<file path="config.mk">
export PLATFORM = sky130hd
export DESIGN_NAME = spi_cmd_csr
export DESIGN_NICKNAME = d
export VERILOG_FILES = /design/src/rtl/spi_csr_pkg.sv /design/src/rtl/spi_csr_push_gate.sv /design/src/rtl/spi_csr_irq.sv /design/src/rtl/spi_cmd_csr.sv
export SDC_FILE = /design/constraint.sdc
export NUM_CORES = 1
export LEC_CHECK = 0
export CAP_MARGIN = 20
export CORE_ASPECT_RATIO = 2
export CORE_MARGIN = 2
export CORE_UTILIZATION = 40
export DETAILED_ROUTE_END_ITERATION = 7
export PLACE_DENSITY_LB_ADDON = 0.15
export SYNTH_ARGS = -nofsm -noshare
export SYNTH_HDL_FRONTEND = slang
export SYNTH_SLANG_ARGS = --single-unit
</file>
<file path="constraint.sdc">
create_clock -name clk -period 3.55 [get_ports clk]
set_input_delay 0.5325 -clock clk [delete_from_list [all_inputs] [get_ports clk]]
set_output_delay 0.5325 -clock clk [all_outputs]
set_load 0.05 [all_outputs]
</file>
<file path="src/rtl/spi_csr_pkg.sv">
package spi_csr_pkg;
    localparam logic [7:0] A_RESET    = 8'h40;
    localparam logic [7:0] A_IEN      = 8'h80;
    localparam logic [7:0] A_IPEND    = 8'h84;
    localparam logic [7:0] A_ISRC     = 8'h88;
    localparam logic [7:0] A_SYNC     = 8'hC0;
    localparam logic [7:0] A_CMD_ROOM = 8'hD0;
    localparam logic [7:0] A_TX_ROOM  = 8'hD4;
    localparam logic [7:0] A_RX_LVL   = 8'hD8;
    localparam logic [7:0] A_CMD_PORT = 8'hE0;
    localparam logic [7:0] A_TX_PORT  = 8'hE4;
    localparam logic [7:0] A_RX_POP   = 8'hE8;
    localparam logic [7:0] A_RX_PEEK  = 8'hEC;

    localparam int NUM_IRQ  = 4;
    localparam int IRQ_CMD  = 0;
    localparam int IRQ_TX   = 1;
    localparam int IRQ_RX   = 2;
    localparam int IRQ_SYNC = 3;

    typedef logic [NUM_IRQ-1:0] irq_vec_t;

    typedef struct packed {
        irq_vec_t    en;
        irq_vec_t    pend;
        logic [7:0]  sid;
    } irq_state_t;

    typedef struct packed {
        logic        hold;
        logic [31:0] rdata;
    } top_state_t;
endpackage

</file>
<file path="src/rtl/spi_csr_push_gate.sv">
module spi_csr_push_gate #(
    parameter int DEPTH   = 16,
    parameter int DW      = 32,
    parameter int AE_MARK = 4,
    localparam int LW     = $clog2(DEPTH + 1)
) (
    input  logic          clk,
    input  logic          rst_n,
    input  logic          wr_hit,
    input  logic [DW-1:0] wdata,
    input  logic [LW-1:0] level,
    output logic          push,
    output logic [DW-1:0] data,
    output logic [LW-1:0] room,
    output logic          low_mark
);
    localparam logic [LW-1:0] FULL = LW'(DEPTH);
    localparam logic [LW-1:0] MARK = LW'(AE_MARK);

    always_comb begin
        push     = wr_hit && (level != FULL);
        data     = wdata;
        room     = FULL - level;
        low_mark = (level <= MARK);
    end

    // a push never reaches a FIFO that reports itself full
    p_no_push_full_r8: assert property (@(posedge clk) disable iff (!rst_n)
        push |-> (level < FULL));
endmodule

</file>
<file path="src/rtl/spi_csr_irq.sv">
module spi_csr_irq
    import spi_csr_pkg::*;
(
    input  logic       clk,
    input  logic       rst_n,
    input  logic       en_wr,
    input  logic       pend_wr,
    input  irq_vec_t   wmask,
    input  logic       cmd_low,
    input  logic       tx_low,
    input  logic       rx_high,
    input  logic       sync_valid,
    input  logic [7:0] sync_id,
    output irq_vec_t   en_q,
    output irq_vec_t   pend_q,
    output logic [7:0] sid_q,
    output logic       irq
);
    irq_state_t st_d, st_q;
    irq_vec_t   set_vec;

    always_comb begin
        set_vec           = '0;
        set_vec[IRQ_CMD]  = cmd_low;
        set_vec[IRQ_TX]   = tx_low;
        set_vec[IRQ_RX]   = rx_high;
        set_vec[IRQ_SYNC] = sync_valid;
        st_d = st_q;
        if (en_wr)      st_d.en   = wmask;
        if (pend_wr)    st_d.pend = st_q.pend & ~wmask;
        st_d.pend = st_d.pend | set_vec;
        if (sync_valid) st_d.sid  = sync_id;
    end

    always_ff @(posedge clk) begin
        if (!rst_n) st_q <= '0;
        else        st_q <= st_d;
    end

    assign en_q   = st_q.en;
    assign pend_q = st_q.pend;
    assign sid_q  = st_q.sid;
    assign irq    = |(st_q.pend & st_q.en);

    // a sync strobe leaves its pending bit set and its identifier stored
    p_sync_sets_r4: assert property (@(posedge clk) disable iff (!rst_n)
        sync_valid |=> pend_q[IRQ_SYNC]);
    p_sync_id_r4: assert property (@(posedge clk) disable iff (!rst_n)
        sync_valid |=> (sid_q == $past(sync_id)));
    // a write of one clears the sync bit when no new sync arrives
    p_w1c_r3: assert property (@(posedge clk) disable iff (!rst_n)
        (pend_wr && wmask[IRQ_SYNC] && !sync_valid) |=> !pend_q[IRQ_SYNC]);
    // the command watermark condition sets its bit on the next edge
    p_cmd_mark_r2: assert property (@(posedge clk) disable iff (!rst_n)
        cmd_low |=> pend_q[IRQ_CMD]);
    // the interrupt line needs both a pending and an enabled bit
    p_irq_src_r5: assert property (@(posedge clk) disable iff (!rst_n)
        irq |-> ((pend_q != '0) && (en_q != '0)));
endmodule

</file>
<file path="src/rtl/spi_cmd_csr.sv">
module spi_cmd_csr
    import spi_csr_pkg::*;
#(
    parameter int CMD_DEPTH = 16,
    parameter int TX_DEPTH  = 16,
    parameter int RX_DEPTH  = 16,
    parameter int CMD_AE    = 4,
    parameter int TX_AE     = 4,
    parameter int RX_AF     = 12,
    parameter int CMD_W     = 16,
    parameter int DATA_W    = 32
) (
    input  logic                           clk,
    input  logic                           rst_n,
    input  logic                           bus_wr,
    input  logic                           bus_rd,
    input  logic [7:0]                     bus_addr,
    input  logic [31:0]                    bus_wdata,
    output logic [31:0]                    bus_rdata,
    output logic                           cmd_push,
    output logic [CMD_W-1:0]               cmd_data,
    input  logic [$clog2(CMD_DEPTH+1)-1:0] cmd_level,
    output logic                           tx_push,
    output logic [DATA_W-1:0]              tx_data,
    input  logic [$clog2(TX_DEPTH+1)-1:0]  tx_level,
    output logic                           rx_pop,
    input  logic [DATA_W-1:0]              rx_head,
    input  logic [$clog2(RX_DEPTH+1)-1:0]  rx_level,
    input  logic                           sync_valid,
    input  logic [7:0]                     sync_id,
    output logic                           eng_rst,
    output logic                           irq
);
    localparam int CMD_LW = $clog2(CMD_DEPTH + 1);
    localparam int TX_LW  = $clog2(TX_DEPTH + 1);
    localparam int RX_LW  = $clog2(RX_DEPTH + 1);
    localparam logic [RX_LW-1:0] RX_MARK = RX_LW'(RX_AF);

    top_state_t        st_d, st_q;
    logic [CMD_LW-1:0] cmd_room;
    logic [TX_LW-1:0]  tx_room;
    logic              cmd_low, tx_low, rx_high, rx_empty;
    irq_vec_t          en_q, pend_q;
    logic [7:0]        sid_q;
    logic [31:0]       rd_mux;

    spi_csr_push_gate #(.DEPTH(CMD_DEPTH), .DW(CMD_W), .AE_MARK(CMD_AE)) cmd_gate_i (
        .clk(clk), .rst_n(rst_n),
        .wr_hit(bus_wr && (bus_addr == A_CMD_PORT)),
        .wdata(bus_wdata[CMD_W-1:0]), .level(cmd_level),
        .push(cmd_push), .data(cmd_data), .room(cmd_room), .low_mark(cmd_low)
    );

    spi_csr_push_gate #(.DEPTH(TX_DEPTH), .DW(DATA_W), .AE_MARK(TX_AE)) tx_gate_i (
        .clk(clk), .rst_n(rst_n),
        .wr_hit(bus_wr && (bus_addr == A_TX_PORT)),
        .wdata(bus_wdata[DATA_W-1:0]), .level(tx_level),
        .push(tx_push), .data(tx_data), .room(tx_room), .low_mark(tx_low)
    );

    spi_csr_irq irq_i (
        .clk(clk), .rst_n(rst_n),
        .en_wr(bus_wr && (bus_addr == A_IEN)),
        .pend_wr(bus_wr && (bus_addr == A_IPEND)),
        .wmask(bus_wdata[NUM_IRQ-1:0]),
        .cmd_low(cmd_low), .tx_low(tx_low), .rx_high(rx_high),
        .sync_valid(sync_valid), .sync_id(sync_id),
        .en_q(en_q), .pend_q(pend_q), .sid_q(sid_q), .irq(irq)
    );

    always_comb begin
        rx_empty = (rx_level == '0);
        rx_high  = (rx_level >= RX_MARK);
        rx_pop   = bus_rd && (bus_addr == A_RX_POP) && !rx_empty;

        case (bus_addr)
            A_RESET:    rd_mux = 32'(st_q.hold);
            A_IEN:      rd_mux = 32'(en_q);
            A_IPEND:    rd_mux = 32'(pend_q);
            A_ISRC:     rd_mux = 32'(pend_q & en_q);
            A_SYNC:     rd_mux = 32'(sid_q);
            A_CMD_ROOM: rd_mux = 32'(cmd_room);
            A_TX_ROOM:  rd_mux = 32'(tx_room);
            A_RX_LVL:   rd_mux = 32'(rx_level);
            A_RX_POP,
            A_RX_PEEK:  rd_mux = rx_empty ? 32'd0 : 32'(rx_head);
            default:    rd_mux = 32'd0;
        endcase

        st_d = st_q;
        if (bus_wr && (bus_addr == A_RESET)) st_d.hold  = bus_wdata[0];
        if (bus_rd)                          st_d.rdata = rd_mux;
    end

    always_ff @(posedge clk) begin
        if (!rst_n) st_q <= '0;
        else        st_q <= st_d;
    end

    assign bus_rdata = st_q.rdata;
    assign eng_rst   = st_q.hold;

    // the receive FIFO is never popped while it reports empty
    p_pop_nonempty_r9: assert property (@(posedge clk) disable iff (!rst_n)
        rx_pop |-> (rx_level != '0));
    // only a write to the reset register moves the engine reset
    p_rst_hold_r6: assert property (@(posedge clk) disable iff (!rst_n)
        !(bus_wr && (bus_addr == A_RESET)) |=> $stable(eng_rst));
    // read data holds between read strobes
    p_rdata_hold_r11: assert property (@(posedge clk) disable iff (!rst_n)
        !bus_rd |=> $stable(bus_rdata));
    // a peek never removes the head entry
    p_peek_no_pop_r10: assert property (@(posedge clk) disable iff (!rst_n)
        (bus_rd && (bus_addr == A_RX_PEEK)) |-> !rx_pop);
endmodule

</file>
==> results_dict.tcl <==
set metrics [dict create \
    drt-initial-drc-count 228 \
    first_global_vias 2589 \
    worst_pin_slew_ns 0.6067 \
    htreeDepth 2 \
    p_total_mw 1.252 \
    grt_most_used_layer "met2" \
    vias_per_cell 5.343 \
    io_pins 185 \
    finalClockSkew_ns 0.006697 \
    arrival_ns 2.39 \
    synth_area_mm2 0.002930 \
    worstHoldStart "bus_rdata[24]$_SDFFE_PN0P_" \
    reg2reg_slack_ns 2.00 \
    synth_edf_count 0 \
    start_util_pct 40.94 \
    grt_start_max_net_pins 31 \
    met2_usage_pct 29.60 \
    crit_type "in -> out" \
    reg2reg_to "bus_rdata[0]$_SDFFE_PN0P_" \
    nets 510 \
    period_share_pct 82.28 \
    drc 0 \
    dp_hpwl_um 6294 \
    worstPathRequired_ns 3.02 \
    switching_share_pct 25.26 \
    clockBufferDepth 2 \
    status "completed" \
    hp-class "reg -> reg" \
    worstHoldPathCells 2 \
    port_buffers 116 \
    rsz0062_at_grt "false" \
    grt.total_usage_pct 20.65 \
    syn-instance-count 347 \
    cts-root-buf "clkbuf_16" \
    intPower_mw 0.9360 \
    antenna_left 0 \
    place_area_mm2 0.003807 \
    cellPowerDensity_mw_per_mm2 316.9 \
    area_delta_synth_final_pct 34.84 \
    path_clk_slew_ns 0.07 \
    wl_um 8298 \
    worst_setup_path_start_kind "primary input" \
    yosys_warnings 0 \
    maxSlewHeadroom_pct 59.22 \
    syn_area_per_cell_um2 8.445 \
    power.leakage_nw 1.412 \
    cp_max_fo 14 \
    pwr-share-clk_pct 37.8 \
    antenna_found_initial 0 \
    synth_ff_type "dfxtp_1" \
    synth.yosys.seq_area_share_pct 33.48 \
    tritoncts "built" \
    rows 44 \
    finalMaxSlewViolations 0 \
    num_antenna_cells 0 \
    die_x_um 64.52 \
    global_route.usage.met3_pct 10.07 \
    cts_sinks 49 \
    clk_latency_ns 0.29 \
    drt-pass1-iter-count 4 \
    power_frac_comb_pct 17.1 \
    finalCriticalPeriod_ns 2.921 \
    die_y_um 125.0 \
    reg2reg_depth 5 \
    yosys.cell_types.count 50 \
    met1_usage_pct 26.86 \
    async_reset_ff_share_pct 0 \
    core_area_mm2 0.007157 \
    design_area_mm2 0.003951 \
    drv_cap 0 \
    hold_buffers 0 \
    finalSetupViolations 0 \
    switchingPower_mw 0.3163 \
    num_vias 2666 \
    grt-ovfl-total 0 \
    critPathCaptureType "output port" \
    tritoncts.num_buffers 5 \
    wire_per_inst_um 16.63 \
    post_cts_buffers 0 \
    post_cts_resized 0 \
    place.gp.congestion 0.8920 \
    min_to "bus_rdata[24]$_SDFFE_PN0P_" \
    n_fill_cell 667 \
    fmax_ghz 0.3423 \
    drive_above_1_share_pct 4.914 \
    pwr-share-seq_pct 45.0 \
    dieArea_mm2 0.008068 \
    finalSetupTns_ns 0 \
    grt_pass1_wl_um 13090 \
    synth-seq-cells 49 \
    peakVddDrop_mv 0.3668 \
    synth_nets 451 \
    crit-reg2reg-launch "irq_i.en_q[0]$_SDFFE_PN0P_" \
    hold_violations 0 \
]
[logic make-up after synthesis]
group | count (synthesis) | synth area share [%]
buf+inv | 78 | 16.23
flops | 49 | 33.48
fa+ha+maj | 4 | 1.708
compound gates | 71 | 18.70
simple gates | 125 | 23.14
mux | 17 | 5.850
xor+xnor | 3 | 0.8968
[through the flow]
stage,worst slack [ns],hold slack [ns],utilization (%),std cells
2_1_floorplan,0.6494,0.4737,-,347
3_3_place_gp,0.6870,0.4568,53.20,491
3_5_place_dp,0.6377,0.4649,53.20,491
4_1_cts,0.6353,0.4734,55.21,499
5_1_grt,0.4532,0.4975,55.21,499
6_report,0.6289,0.4687,55.21,499
[power groups by stage]
| stage | Combinational, mW | Sequential (mW) | Clock (mW) |
|---|---|---|---|
| final | 0.215 | 0.564 | 0.474 |
| after global routing | 0.230 | 0.565 | 0.507 |
| after CTS | 0.215 | 0.564 | 0.489 |
| after detailed placement | 0.214 | 0.577 | 0 |
| after global placement | 0.211 | 0.577 | 0 |
| after floorplan | 0.220 | 0.578 | 0 |
[cell usage in the layout (no fill, tap or decap), drive strengths merged, types with 3 or more instances in the layout]
cell / n
a21boi: 28
dfxtp: 49
a211oi: 5
o22ai: 4
nand3: 30
nor3b: 4
nor3: 9
o21a: 3
buf: 8
inv: 8
nand2b: 3
nand2: 34
clkbuf: 6
clkdlybuf4s50: 113
a22o: 9
a22oi: 4
mux2i: 16
ha: 4
nor2b: 21
nor2: 7
[critical path: stages]
cell             delay, ns
clkdlybuf4s50_1       0.69
nor2b_1               0.58
nand3_1               0.18
nor3_1                0.17
buf_4                 0.23
[registers in the layout, summed over array words and instances (netlist names)]
name and count:
irq_i.en_q 4, bus_rdata 32, eng_rst 1, irq_i.sid_q 8, irq_i.pend_q 4
[how the worst max path moves through the flow]
stage | startpoint | to | slack [ns] | cells past startpoint
after detailed placement | bus_addr[2] | tx_push | 0.64 | 5
after CTS | bus_addr[2] | tx_push | 0.64 | 5
after global placement | bus_addr[2] | tx_push | 0.69 | 5
after global routing | bus_addr[3] | tx_push | 0.45 | 5
after floorplan | bus_addr[2] | tx_push | 0.65 | 5
final | bus_addr[3] | tx_push | 0.63 | 5
[metal layers]
metal  wire length [um]  vias to the layer above
met2               3651                      162
met3                952                        9
met4                123                        0
met5                  0                        -
met1               3571                     1197
li1                   -                     1298
[synth_stat cells (all sizes together) (2+ instances only)]
cell / number / area [um2]
a211oi: 5 / 37.54
a21boi: 28 / 210.2
a21oi: 2 / 10.01
a22o: 9 / 78.83
a22oi: 4 / 30.03
a32oi: 2 / 17.52
and2: 2 / 12.51
and3b: 2 / 17.52
and4b: 2 / 20.02
buf: 50 / 370.4
clkbuf: 19 / 71.32
dfxtp: 49 / 980.9
ha: 4 / 50.05
inv: 8 / 30.03
mux2i: 16 / 160.2
nand2: 34 / 127.6
nand2b: 3 / 18.77
nand3: 30 / 150.1
nand4b: 2 / 17.52
nor2: 7 / 26.28
nor2b: 21 / 131.4
nor3: 9 / 45.04
nor3b: 4 / 30.03
nor4b: 2 / 23.77
o21a: 3 / 22.52
o21ai: 2 / 10.01
o22ai: 4 / 25.02
o2bb2ai: 2 / 17.52
o311ai: 2 / 17.52
xor2: 2 / 17.52
[layout make-up]
| cell class | instances | area (um2) | area share [%] |
|---|---|---|---|
| multi-input combinational | 220 | 1474 | 37.30 |
| timing repair buffer | 121 | 1204 | 30.46 |
| sequential | 49 | 980.9 | 24.83 |
| clock buffer | 6 | 128.9 | 3.262 |
| tap | 92 | 115.1 | 2.913 |
| inverter | 9 | 33.78 | 0.8550 |
| clock inverter | 2 | 15.01 | 0.3800 |
No activity file was read; power rests on OpenSTA's default activity.
